**src/rtl/gpio_port_pkg.sv**
```systemverilog
package gpio_port_pkg;

    localparam int PINS     = 24;
    localparam int BUS_W    = 32;
    localparam int ADDR_W   = 3;
    localparam int SRC_W    = 3;
    localparam int PERIPH_N = (1 << SRC_W) - 1;

    typedef enum logic [1:0] {
        MODE_IN  = 2'b00,
        MODE_OUT = 2'b01,
        MODE_TRI = 2'b10,
        MODE_OC  = 2'b11
    } pin_mode_e;

    typedef enum logic [ADDR_W-1:0] {
        OFS_DATA  = 3'd0,
        OFS_OE    = 3'd1,
        OFS_MODE0 = 3'd2,
        OFS_MODE1 = 3'd3,
        OFS_SRC0  = 3'd4,
        OFS_SRC1  = 3'd5,
        OFS_SRC2  = 3'd6,
        OFS_POL   = 3'd7
    } reg_ofs_e;

    typedef struct packed {
        pin_mode_e         mode;
        logic [SRC_W-1:0]  src;
        logic              pol;
        logic              oe;
        logic              dout;
    } pin_cfg_t;

    // Pad-level value from the selected source and the polarity bit.
    function automatic logic pad_level(logic sel_val, logic pol);
        return sel_val ^ pol;
    endfunction

endpackage

```
**src/rtl/gpio_port_regs.sv**
```systemverilog
module gpio_port_regs
    import gpio_port_pkg::*;
#(
    parameter int N  = PINS,
    parameter int BW = BUS_W
) (
    input  logic                clk,
    input  logic                rst,
    input  logic                wr_en,
    input  logic [ADDR_W-1:0]   addr,
    input  logic [BW-1:0]       wdata,
    input  logic [N-1:0]        in_logical,
    output logic [BW-1:0]       rdata,
    output pin_cfg_t [N-1:0]    cfg
);

    logic [N-1:0] dout_q, oe_q, m0_q, m1_q, pol_q;
    logic [SRC_W-1:0][N-1:0] src_q;
    logic [N-1:0] rd_plane;

    always_ff @(posedge clk) begin
        if (rst) begin
            dout_q <= '0;
            oe_q   <= '0;
            m0_q   <= '0;
            m1_q   <= '0;
            pol_q  <= '0;
            src_q  <= '0;
        end else if (wr_en) begin
            case (addr)
                OFS_DATA:  dout_q   <= wdata[N-1:0];
                OFS_OE:    oe_q     <= wdata[N-1:0];
                OFS_MODE0: m0_q     <= wdata[N-1:0];
                OFS_MODE1: m1_q     <= wdata[N-1:0];
                OFS_SRC0:  src_q[0] <= wdata[N-1:0];
                OFS_SRC1:  src_q[1] <= wdata[N-1:0];
                OFS_SRC2:  src_q[2] <= wdata[N-1:0];
                OFS_POL:   pol_q    <= wdata[N-1:0];
                default: ;
            endcase
        end
    end

    always_comb begin
        case (addr)
            OFS_DATA:  rd_plane = in_logical;
            OFS_OE:    rd_plane = oe_q;
            OFS_MODE0: rd_plane = m0_q;
            OFS_MODE1: rd_plane = m1_q;
            OFS_SRC0:  rd_plane = src_q[0];
            OFS_SRC1:  rd_plane = src_q[1];
            OFS_SRC2:  rd_plane = src_q[2];
            default:   rd_plane = pol_q;
        endcase
        rdata = BW'(rd_plane);
    end

    always_comb begin
        for (int n = 0; n < N; n++) begin
            cfg[n].mode = pin_mode_e'({m1_q[n], m0_q[n]});
            for (int s = 0; s < SRC_W; s++) cfg[n].src[s] = src_q[s][n];
            cfg[n].pol  = pol_q[n];
            cfg[n].oe   = oe_q[n];
            cfg[n].dout = dout_q[n];
        end
    end

    // a polarity write lands on the edge that takes it
    a_r2_pol_write_lands: assert property (@(posedge clk) disable iff (rst)
        (!$past(rst) && $past(wr_en) && $past(addr) == OFS_POL)
            |-> pol_q == $past(wdata[N-1:0]));

endmodule

```
**src/rtl/gpio_port_sync.sv**
```systemverilog
module gpio_port_sync #(
    parameter int N = gpio_port_pkg::PINS
) (
    input  logic         clk,
    input  logic         rst,
    input  logic [N-1:0] pad_in,
    input  logic [N-1:0] pol,
    output logic [N-1:0] in_logical
);

    logic [N-1:0] meta_q, sync_q;

    always_ff @(posedge clk) begin
        if (rst) begin
            meta_q <= '0;
            sync_q <= '0;
        end else begin
            meta_q <= pad_in;
            sync_q <= meta_q;
        end
    end

    assign in_logical = sync_q ^ pol;

endmodule

```
**src/rtl/gpio_port_pin.sv**
```systemverilog
module gpio_port_pin
    import gpio_port_pkg::*;
(
    input  logic                clk,
    input  logic                rst,
    input  pin_cfg_t            cfg,
    input  logic [PERIPH_N-1:0] periph,
    output logic                pad_out,
    output logic                pad_oe
);

    logic sel_val, lvl;

    always_comb begin
        if (cfg.src == '0) sel_val = cfg.dout;
        else               sel_val = periph[int'(cfg.src) - 1];
        lvl = pad_level(sel_val, cfg.pol);
        case (cfg.mode)
            MODE_IN:  begin pad_out = lvl;  pad_oe = 1'b0;   end
            MODE_OUT: begin pad_out = lvl;  pad_oe = 1'b1;   end
            MODE_TRI: begin pad_out = lvl;  pad_oe = cfg.oe; end
            default:  begin pad_out = 1'b0; pad_oe = ~lvl;   end
        endcase
    end

    // input-only never drives
    a_r5_input_released: assert property (@(posedge clk) disable iff (rst)
        cfg.mode == MODE_IN |-> !pad_oe);
    // output-only always drives
    a_r6_output_drives: assert property (@(posedge clk) disable iff (rst)
        cfg.mode == MODE_OUT |-> pad_oe);
    // open-collector never drives high
    a_r8_oc_never_high: assert property (@(posedge clk) disable iff (rst)
        (cfg.mode == MODE_OC && pad_oe) |-> !pad_out);
    // with source 0 the register bit reaches the pad
    a_r9_gpio_source: assert property (@(posedge clk) disable iff (rst)
        (cfg.mode == MODE_OUT && cfg.src == '0) |-> pad_out == (cfg.dout ^ cfg.pol));

endmodule

```
**src/rtl/gpio_port.sv**
```systemverilog
module gpio_port
    import gpio_port_pkg::*;
#(
    parameter int NUM_PINS = PINS,
    parameter int DATA_W   = BUS_W,
    localparam int PW      = NUM_PINS * PERIPH_N
) (
    input  logic                clk,
    input  logic                rst,
    input  logic [ADDR_W-1:0]   bus_addr,
    input  logic                bus_wr,
    input  logic [DATA_W-1:0]   bus_wdata,
    output logic [DATA_W-1:0]   bus_rdata,
    input  logic [NUM_PINS-1:0] pad_in,
    output logic [NUM_PINS-1:0] pad_out,
    output logic [NUM_PINS-1:0] pad_oe,
    input  logic [PW-1:0]       periph_out,
    output logic [NUM_PINS-1:0] periph_tap
);

    pin_cfg_t [NUM_PINS-1:0] cfg;
    logic [NUM_PINS-1:0] pol_vec;
    logic [NUM_PINS-1:0] in_logical;

    always_comb begin
        for (int n = 0; n < NUM_PINS; n++) pol_vec[n] = cfg[n].pol;
    end

    gpio_port_sync #(.N(NUM_PINS)) u_sync (
        .clk        (clk),
        .rst        (rst),
        .pad_in     (pad_in),
        .pol        (pol_vec),
        .in_logical (in_logical)
    );

    gpio_port_regs #(.N(NUM_PINS), .BW(DATA_W)) u_regs (
        .clk        (clk),
        .rst        (rst),
        .wr_en      (bus_wr),
        .addr       (bus_addr),
        .wdata      (bus_wdata),
        .in_logical (in_logical),
        .rdata      (bus_rdata),
        .cfg        (cfg)
    );

    generate
        for (genvar n = 0; n < NUM_PINS; n++) begin : g_pin
            gpio_port_pin u_pin (
                .clk     (clk),
                .rst     (rst),
                .cfg     (cfg[n]),
                .periph  (periph_out[n*PERIPH_N +: PERIPH_N]),
                .pad_out (pad_out[n]),
                .pad_oe  (pad_oe[n])
            );
        end
    endgenerate

    assign periph_tap = in_logical;

    // tap and data readback agree
    a_r4_tap_matches_read: assert property (@(posedge clk) disable iff (rst)
        bus_addr == OFS_DATA |-> bus_rdata[NUM_PINS-1:0] == periph_tap);
    // unused read bits stay zero
    a_r2_upper_zero: assert property (@(posedge clk) disable iff (rst)
        bus_rdata[DATA_W-1:NUM_PINS] == '0);

endmodule

```
**config.mk**
```make
export PLATFORM = sky130hd
export DESIGN_NAME = gpio_port
export DESIGN_NICKNAME = d
export VERILOG_FILES = /design/src/rtl/gpio_port_pkg.sv /design/src/rtl/gpio_port_regs.sv /design/src/rtl/gpio_port_sync.sv /design/src/rtl/gpio_port_pin.sv /design/src/rtl/gpio_port.sv
export SDC_FILE = /design/constraint.sdc
export NUM_CORES = 1
export LEC_CHECK = 0
export BUFFER_PORTS_ARGS = -buffer_cell sky130_fd_sc_hd__buf_2
export CORE_MARGIN = 8
export CORE_UTILIZATION = 50
export CTS_CLUSTER_DIAMETER = 50
export CTS_CLUSTER_SIZE = 30
export DETAILED_ROUTE_END_ITERATION = 10
export PLACE_DENSITY_LB_ADDON = 0.05
export SYNTH_ARGS = -nofsm -noshare
export SYNTH_HDL_FRONTEND = slang
export SYNTH_SLANG_ARGS = --single-unit
```
**constraint.sdc**
```tcl
create_clock -name clk -period 2.2 [get_ports clk]
set_input_delay 0.22 -clock clk [delete_from_list [all_inputs] [get_ports clk]]
set_output_delay 0.22 -clock clk [all_outputs]
set_load 0.03 [all_outputs]
```
==> After elaboration in Yosys (flattened, before gate mapping) <==
Cells that the tools add are included.
{ "totals": {"ff_bits": 240, "inputBits": 230, "out_inout_bits": 104, "elab_cells": 388} }
{ "classes": {"n_addsub": 24, "magnitude_cmp": 24, "eq_ne": 55, "muxes": 145, "n_bitwise": 49, "reduce_logical": 81} }
{ "ops": {"columns": ["cell", "n"], "rows": [
  ["$lt 32x5->1 const B", 24],
  ["$pmux 24 s7", 1],
  ["$mux 1", 96],
  ["$sub 3x1->4 const B", 24],
  ["$logic_not 3->1", 25],
  ["$bmux 1 s3", 24],
  ["$pmux 1 s3", 24],
  ["$reduce_or 3->1", 24],
  ["$eq 2x1->1 const B", 24],
  ["$eq 2x2->1 const B", 24],
  ["$logic_not 2->1", 24],
  ["$not 1->1", 24],
  ["$xor 1x1->1", 24],
  ["$xor 24x24->24", 1],
  ["$reduce_and 2->1", 8],
  ["$eq 3x3->1 const B", 4],
  ["$eq 3x2->1 const B", 2],
  ["$eq 3x1->1 const B", 1]
]} }

==> Logic depth before layout (Yosys ltp) <==
Gate-level depths: netlist of run 1.
{ "logic_depth": {"ltp_word": 8, "ltp_mapped": 8, "depth_no_buf": 7} }

==> Modules after synthesis <==
From an unflattened synthesis of run 1, not the netlist that was laid out.
{ "unflattened": {"hier_cells": 1776, "area_unflattened_um2": 14405.1} }
{ "by_module_without_submodules": {"columns": ["mod", "n_inst", "cells_each", "area_per_inst_um2", "seq_area_each_um2"], "rows": [
  ["gpio_port_regs", 1, 1123, 8625.8, 3843.7],
  ["gpio_port_pin", 24, 22, 177.7, 0.0],
  ["gpio_port_sync", 1, 125, 1515.2, 960.9]
]} }

==> Least setup slack after synthesis of run 1 <==
No wires, ideal clock.
{ "synth_timing": {"kind": "flip-flop to output port", "startpoint": "reg u_regs.src_q (netlist bit u_regs.cfg[51])", "endpoint": "out pad_oe[6]", "arrival_time_ns": 2.100, "t_required_ns": 1.980, "setup_slack_ns": -0.120, "stages_incl_launch_ff": 9, "path_buffers": 1, "cell_sequence": "dfxtp_1 -> inv_1 -> ha_1 -> mux2i_1 -> mux2_4 -> a221o_1 -> o21a_1 -> o31a_1 -> buf_4"} }
{ "synth_via": {"elab_chain_len": 8, "elab_cells_between_ends": 9, "classes_between": "add/sub (1); mux (5); bitwise (2); reduce/logical (1)"} }
{ "synth_lines": {"columns": ["element", "line", "rtl"], "rows": [
  ["start, declared", "gpio_port_regs.sv:18", "logic [SRC_W-1:0][N-1:0] src_q;"],
  ["$sub 3x1->4", "gpio_port_pin.sv:16", "else sel_val = periph[int'(cfg.src) - 1];"],
  ["$bmux 1 s3", "gpio_port_pin.sv:16", null],
  ["$mux 1 (not written as such) (2 in series)", "gpio_port_pin.sv:16", null],
  ["$mux 1 (*)", "gpio_port_pin.sv:15", "if (cfg.src == '0) sel_val = cfg.dout;"],
  ["$xor 1x1->1 (*)", "gpio_port_pkg.sv:37", "return sel_val ^ pol;"],
  ["$not 1->1 (*)", "gpio_port_pin.sv:22", "default: begin pad_out = 1'b0; pad_oe = ~lvl; end"],
  ["$pmux 1 s3 (*)", "gpio_port_pin.sv:18", "case (cfg.mode)"],
  ["end, declared", "gpio_port.sv:16", "output logic [NUM_PINS-1:0] pad_oe,"]
]} }
Every way passes the cells marked *; elsewhere a longest branch is shown, timed or not. The select of a mux whose other input is x is not followed.

==> Worst setup path after layout of run 1 <==
{ "layout_timing": {"startpoint": "reg u_regs.src_q (netlist bit u_regs.cfg[108])", "endpoint": "out pad_oe[13]"} }
Same word-level chain as after synthesis.

==> results of run 1 <==
## power breakdown
part	switching [mW]	internal [mW]
Sequential	0.110	4.46
Clock	2.14	2.73
Combinational	1.24	0.982
## routing by layer
metal	up-vias	share of wire	GRT usage
met3	163	0.093	0.0587
li1	7058	-	-
met4	2	0.043	0.116
met5	-	0.00024	0
met2	763	0.47	0.501
met1	7218	0.40	0.374
## synth_stat cells, types with 31 or more instances
| master | instances | area share |
|---|---|---|
| inv_1 | 74 | 0.020 |
| dfxtp_1 | 240 | 0.34 |
| mux2_2 | 31 | 0.025 |
| mux2i_1 | 38 | 0.027 |
| nor2_1 | 63 | 0.017 |
| clkbuf_1 | 53 | 0.014 |
| ha_1 | 48 | 0.042 |
| a221oi_1 | 40 | 0.025 |
| nand2_1 | 485 | 0.13 |
| a21oi_1 | 235 | 0.083 |
| buf_4 | 78 | 0.041 |
| buf_2 | 37 | 0.013 |
| nor2b_1 | 60 | 0.027 |
## layout make-up
type	instances	area, um^2
tap	378	473
multi-input combinational	1341	9660
timing repair buffer	537	3910
inverter	76	285
clock buffer	29	683
fill	2169	7580
sequential	240	4900
clock inverter	20	284
## per-stage QoR
| stage | std cells | cell area [um^2] | worst slack, ns | hold WS (ns) |
|---|---|---|---|---|
| 6_report | 2621 | 20200 | -0.554 | 0.108 |
| 5_1_grt | 2621 | 20200 | -0.647 | 0.110 |
| 4_1_cts | 2614 | 19600 | -0.590 | 0.0952 |
| 3_5_place_dp | 2509 | 16700 | -0.256 | 0.422 |
| 3_3_place_gp | 2509 | 16700 | -0.221 | 0.415 |
| 2_1_floorplan | 1828 | 14200 | -0.0451 | 0.348 |
## flip-flops by register name, summed over array words and instances, names as in the netlist
name,count
u_regs.cfg,72
u_regs.dout_q,24
u_regs.m0_q,24
u_regs.m1_q,24
u_regs.oe_q,24
u_regs.pol_q,24
u_sync.meta_q,24
u_sync.sync_q,24
## cell families (layout without fill, tap and decap cells)
logic type / after synthesis / in the layout
and+or+nand+nor: 727 / 727
AOI/OAI and AO/OA: 436 / 436
buffers and inverters: 247 / 662
DFF: 240 / 240
muxes: 98 / 98
adders and majority gates: 48 / 48
xor gates and xnor gates: 24 / 24
other: 1 / 8
## what timing repair did
item | 4_1_cts | 5_1_grt
setup buffers | 8 | 7
hold buffers | 48 | 0
pin swaps | 101 | 82
endpoints found under the setup margin | 66 | 68
resized for setup | 370 | 105
cloned | 0 | 0
hold endpoints to repair | 171 | 0
## worst max-delay path by stage
stage                            end  cells after the start
after floorplan            pad_oe[6]                      8
after global placement     pad_oe[0]                      8
after detailed placement   pad_oe[0]                      8
after CTS                  pad_oe[6]                      8
after global routing      pad_oe[10]                      9
final                     pad_oe[13]                      9
## worst max-delay path, cell delays in order, from the launching register on
cell and delay (ns):
dfxtp_2 0.34, inv_2 0.05, ha_4 0.28, buf_4 0.10
mux4_2 0.32, nor4_2 0.19, a221oi_2 0.08, a21o_1 0.20
a41oi_2 0.27, buf_6 0.17
==> run metrics, run 1 <==
unrepaired setup endpoints after global routing true; Max-cap violations 0; sequential area share after synthesis 0.340; synthesized-area fraction occupied by xor and xnor cells 0.0149; utilization after layout 0.727; worst flop-to-flop path endpoint u_regs.cfg[101]$_SDFFE_PP0P_; wire length per cell 20.5 um; cell area after technology mapping 0.0141 mm^2; Min-Delay Path Class in -> reg; routability-driven placement congestion ratio 0.895; number of cell instances on the worst register-to-register path 2; area of the die 0.0339 mm^2; minimum setup slack in the final design -0.554 ns; area share of fa/ha/maj cells after synthesis 0.0425; total I/O pin count 334; Final Power 11.7 mW; beginning of the worst hold path rst; CTS tree done; Hold Crit Depth 2; endpoint arrival time on the critical path 2.53 ns; most frequent cells in the layout 481 x nand2_1, 250 x buf_2, 233 x a21oi_1; startpoint kind of the worst setup timing path flip-flop; ys async rst share 0; Area growth syn-to-layout 42.9%; Worst Setup SP u_regs.cfg[108]$_SDFFE_PP0P_; combinational family with the most area after synthesis simple AND/OR/NAND/NOR gates; Synth Warn # 0; root buf cell clkbuf_16; antenna-violating nets left 0; via count of the routed design 15204; total clock buffers created by CTS 27; die boundary height 184 um; number of antenna cells inserted 0; cell leakage power 8.00 nW; commonest non-fill, non-tap cell in the layout nand2_1; clock tree sinks 240; required time of the worst setup path 1.98 ns; global-route wire length before repair 81100 um; multiplexer fraction of the synthesized cell area 0.0973; Worst Max-Slew Pin Slew 0.629 ns; Mapped Avg Cell Area 7.76 um^2; number of slew-limit violations in the final report 0; Post-synth EDFFs 0; Final Setup Violations 50; number of register bits inferred by synthesis 240; worst-case clock skew 0.00769 ns; Worst-Skew Late Latency 0.54 ns; main flop type after synthesis dfxtp_1; power density relative to cell area 577 mW/mm^2; Synth Area in Compound Gates 0.193; final hold violation count 0; Clock H-tree levels 1; Total GRT Usage 0.299; post-layout min period 2.75 ns; Max transition margin 0.570; detailed-route vias per instance 5.80; number of global-route vias before repair 14865; number of DRC violations after detailed-routing iteration 0 1395; total routed wirelength 53600 um; largest net degree at the start of global routing 61; maximum clock path buffer count 3; total negative setup slack -21.29 ns; Initial Util 0.509; kind of capture point of the worst setup path primary output; share of post-route cells with drive strength above 1 0.400; WHS Endpoint u_sync.meta_q[13]$_SDFF_PP0_; IO buf count 317; outcome finished, violations left; remaining routing DRC violations 0; violations in the final reports negative setup slack; sum of overflow across all layers after global routing 0; reg2reg start u_regs.cfg[101]$_SDFFE_PP0P_; die width 184 um; Peak VDD IR 0.000572 V; number of distinct library cell variants in the gate-level netlist after synthesis 57; worst setup path category reg -> out; layout net count 2501; post-detail-place hpwl 36000 um; ratio of final minimum period to clock period 1.25; area of the placeable core 0.0278 mm^2; share of synthesized cell area in and, or, nand and nor gates 0.222; DRT Pass-1 Iters 6; count of mapped cells out of synthesis 1821; number of antenna violations at the first check in global routing 1; CTS clock-pin slew for the worst setup and hold paths 0.06 ns; Crit Path Max Fanout 3; placement row count 61; highest achievable clock rate 363 MHz; setup slack on the worst flop-to-flop path 1.35 ns
(Power assumes the default switching activity.)
==> run 2, diff against run 1 <==
ABC_AREA = 1   (was unset)
==> run metrics, run 2 <==
routability-driven placement congestion ratio 0.844; minimum setup slack in the final design -0.0888 ns; Total GRT Usage 0.262; most instantiated cells after synthesis 437 x nand2_1, 368 x inv_1, 266 x nor2_1, 240 x dfxtp_1, 240 x nand3_1; number of slew-limit violations in the final report 0; wire length per cell 16.7 um; P_sw 3.68 mW; count of mapped cells out of synthesis 2184; Synth Area in Compound Gates 0.175; cell leakage power 9.32 nW; worst setup path category reg -> out; Min-Delay Path Class in -> reg; antenna-violating nets left 0; number of global-route vias before repair 15635; area used by sequential logic in the layout 0.00488 mm^2; ranking of synthesized cells by area dfxtp_1 33%, nand2_1 11%, inv_1 9.4%; multi-input gate area in the final layout 0.00911 mm^2; Final Setup Violations 28; number of DRC violations after detailed-routing iteration 0 811; CTS tree done; final hold violation count 0; IO buf count 317; internal power summed over all cells 8.71 mW; root buf cell clkbuf_16; sum of overflow across all layers after global routing 0; DRT Pass-1 Iters 5; area of the placeable core 0.0288 mm^2; total clock buffers created by CTS 31; Setup Slack @ Placement 0.141 ns; most repeated cell in the gate-level netlist after synthesis nand2_1; ys async rst share 0; main flop type after synthesis dfxtp_1; commonest non-fill, non-tap cell in the layout nand2_1; ratio of final minimum period to clock period 1.04; clock tree sinks 240; die boundary height 187 um; Peak VDD IR 0.000703 V; Clock H-tree levels 1; number of antenna violations at the first check in global routing 1; via count of the routed design 15617; CTS clock-pin slew for the worst setup and hold paths 0.06 ns; most frequent cells in the layout 340 x nand2_1, 290 x inv_1, 268 x buf_2; cell type with the largest total area after synthesis dfxtp_1; number of distinct library cell variants in the gate-level netlist after synthesis 27; top cell type's share of synthesized area 0.328; fraction of power consumed by the clock network 0.428; unrepaired setup endpoints after global routing true; area of the die 0.0350 mm^2; kind of capture point of the worst setup path primary output; violations in the final reports negative setup slack; remaining routing DRC violations 0; Initial Util 0.508; total I/O pin count 334; Crit Path Max Fanout 6; Largest register FFs 72; Worst Max-Slew Pin Slew 0.691 ns; total of fill cells in the finished design 2341; total cell area at the placement stage 0.0162 mm^2; total routed wirelength 49500 um; placement row count 62; post-detail-place hpwl 31600 um; detailed-route vias per instance 5.27; largest net degree at the start of global routing 70; outcome finished, violations left; share of post-route cells with drive strength above 1 0.391; startpoint kind of the worst setup timing path flip-flop; sequential area share after synthesis 0.328; global-route wire length before repair 77300 um; cell area after technology mapping 0.0146 mm^2; area share of fa/ha/maj cells after synthesis 0.0410; synthesized-area fraction occupied by xor and xnor cells 0.0180; proportion of power drawn by flip-flops and latches 0.372; number of register bits inferred by synthesis 240; Mapped Avg Cell Area 6.70 um^2; Synth Warn # 0; Max transition margin 0.539; Max-cap violations 0; maximum clock path buffer count 3; share of synthesized cell area in and, or, nand and nor gates 0.275; layout net count 2830; power density relative to cell area 604 mW/mm^2; combinational family with the most area after synthesis simple AND/OR/NAND/NOR gates; post-layout min period 2.29 ns; Comb pwr share 0.200; cell area after layout 0.0205 mm^2; Post-synth EDFFs 0; required time of the worst setup path 1.98 ns; worst-case clock skew 0.00414 ns; Worst-Skew Late Latency 0.56 ns; die width 187 um; Area growth syn-to-layout 40.2%; multiplexer fraction of the synthesized cell area 0; endpoint arrival time on the critical path 2.07 ns; switching share of total power 0.297; highest achievable clock rate 437 MHz
-- run 2: cell types whose count changed after synthesis, sizes merged, moves of 26 or more --
cell | before | now
inv | 76 | 375
nand3 | 25 | 241
nor2 | 63 | 270
a21oi | 235 | 64
a211oi | 8 | 171
o22ai | 2 | 70
nor2b | 60 | 0
nand2 | 485 | 439
a221oi | 40 | 0
mux2i | 38 | 0
mux2 | 32 | 0
mux4 | 28 | 0
and3 | 27 | 0
nor3 | 26 | 0
-- run 2: repair_timing --
action,in CTS,in global routing
hold buffers,39,0
endpoints found under the setup margin,48,48
gates cloned,0,0
setup buffers,75,20
hold endpoints to repair,86,0
resized for setup,408,208
pin swaps,217,177
-- run 2: path summary, 6_finish.rpt --
path,start,endpoint,slack (ns),cells after the start
max,u_regs.cfg[91]$_SDFFE_PP0P_,pad_out[11],-0.09,9
min,bus_wdata[15],u_regs.cfg[123]$_SDFFE_PP0P_,0.02,3
max reg2reg,u_regs.cfg[67]$_SDFFE_PP0P_,u_regs.cfg[67]$_SDFFE_PP0P_,1.15,5
min reg2reg,u_sync.meta_q[1]$_SDFF_PP0_,u_sync.sync_q[1]$_SDFF_PP0_,0.40,2
-- run 2: through the flow --
stage	total power, mW	hold slack (ns)	utilization	cells	setup TNS [ns]
5_1_grt	12.9	0.00329	0.713	2960	-5.27
2_1_floorplan	6.03	0.327	-	2191	0
4_1_cts	12.3	0.0000101	0.681	2942	-0.842
3_5_place_dp	6.59	0.393	0.563	2771	0
6_report	12.4	0.0168	0.713	2961	-1.02
3_3_place_gp	6.56	0.389	0.563	2771	0
-- run 2: cell type report --
cell class / instances / share of cell area
multi-input combinational: 1410 / 0.444
sequential: 240 / 0.238
timing repair buffer: 494 / 0.166
inverter: 375 / 0.0750
clock buffer: 36 / 0.0407
tap: 384 / 0.0234
clock inverter: 21 / 0.0122
antenna: 1 / 0.000122
-- run 2: logic make-up (layout without fill, tap and decap cells) --
kind of cell / count (synthesis) / count (layout)
compound gates: 355 / 355
buf+inv: 541 / 926
flops: 240 / 240
xor+xnor: 30 / 30
other cells: 1 / 9
simple gates: 969 / 969
fa+ha+maj: 48 / 48
-- run 2: power by group through the flow --
stage          registers (mW)  logic (mW)  clock network (mW)
6_report                 4.61        2.48                5.31
5_1_grt                  4.63        2.69                5.56
4_1_cts                  4.60        2.28                5.37
3_5_place_dp             4.70        1.89                   0
3_3_place_gp             4.69        1.86                   0
2_1_floorplan            4.68        1.36                   0
-- run 2: routing by layer --
metal	GRT usage	up-vias	part of all wire	wire length, um
met3	0.0507	127	0.070	3440
met5	0	-	0.00026	13
li1	-	7743	-	-
met4	0.0947	2	0.029	1450
met1	0.320	7210	0.42	20800
met2	0.451	535	0.48	23800
-- run 2: worst max-delay path, cell delays in order, from the launching register on --
cell and delay (ns):
dfxtp_2 0.35, inv_4 0.06, ha_4 0.28, nand3_1 0.11
nand3_2 0.09, nand2_1 0.05, nand3_2 0.10, nand3_2 0.11
a21oi_4 0.20, buf_6 0.15
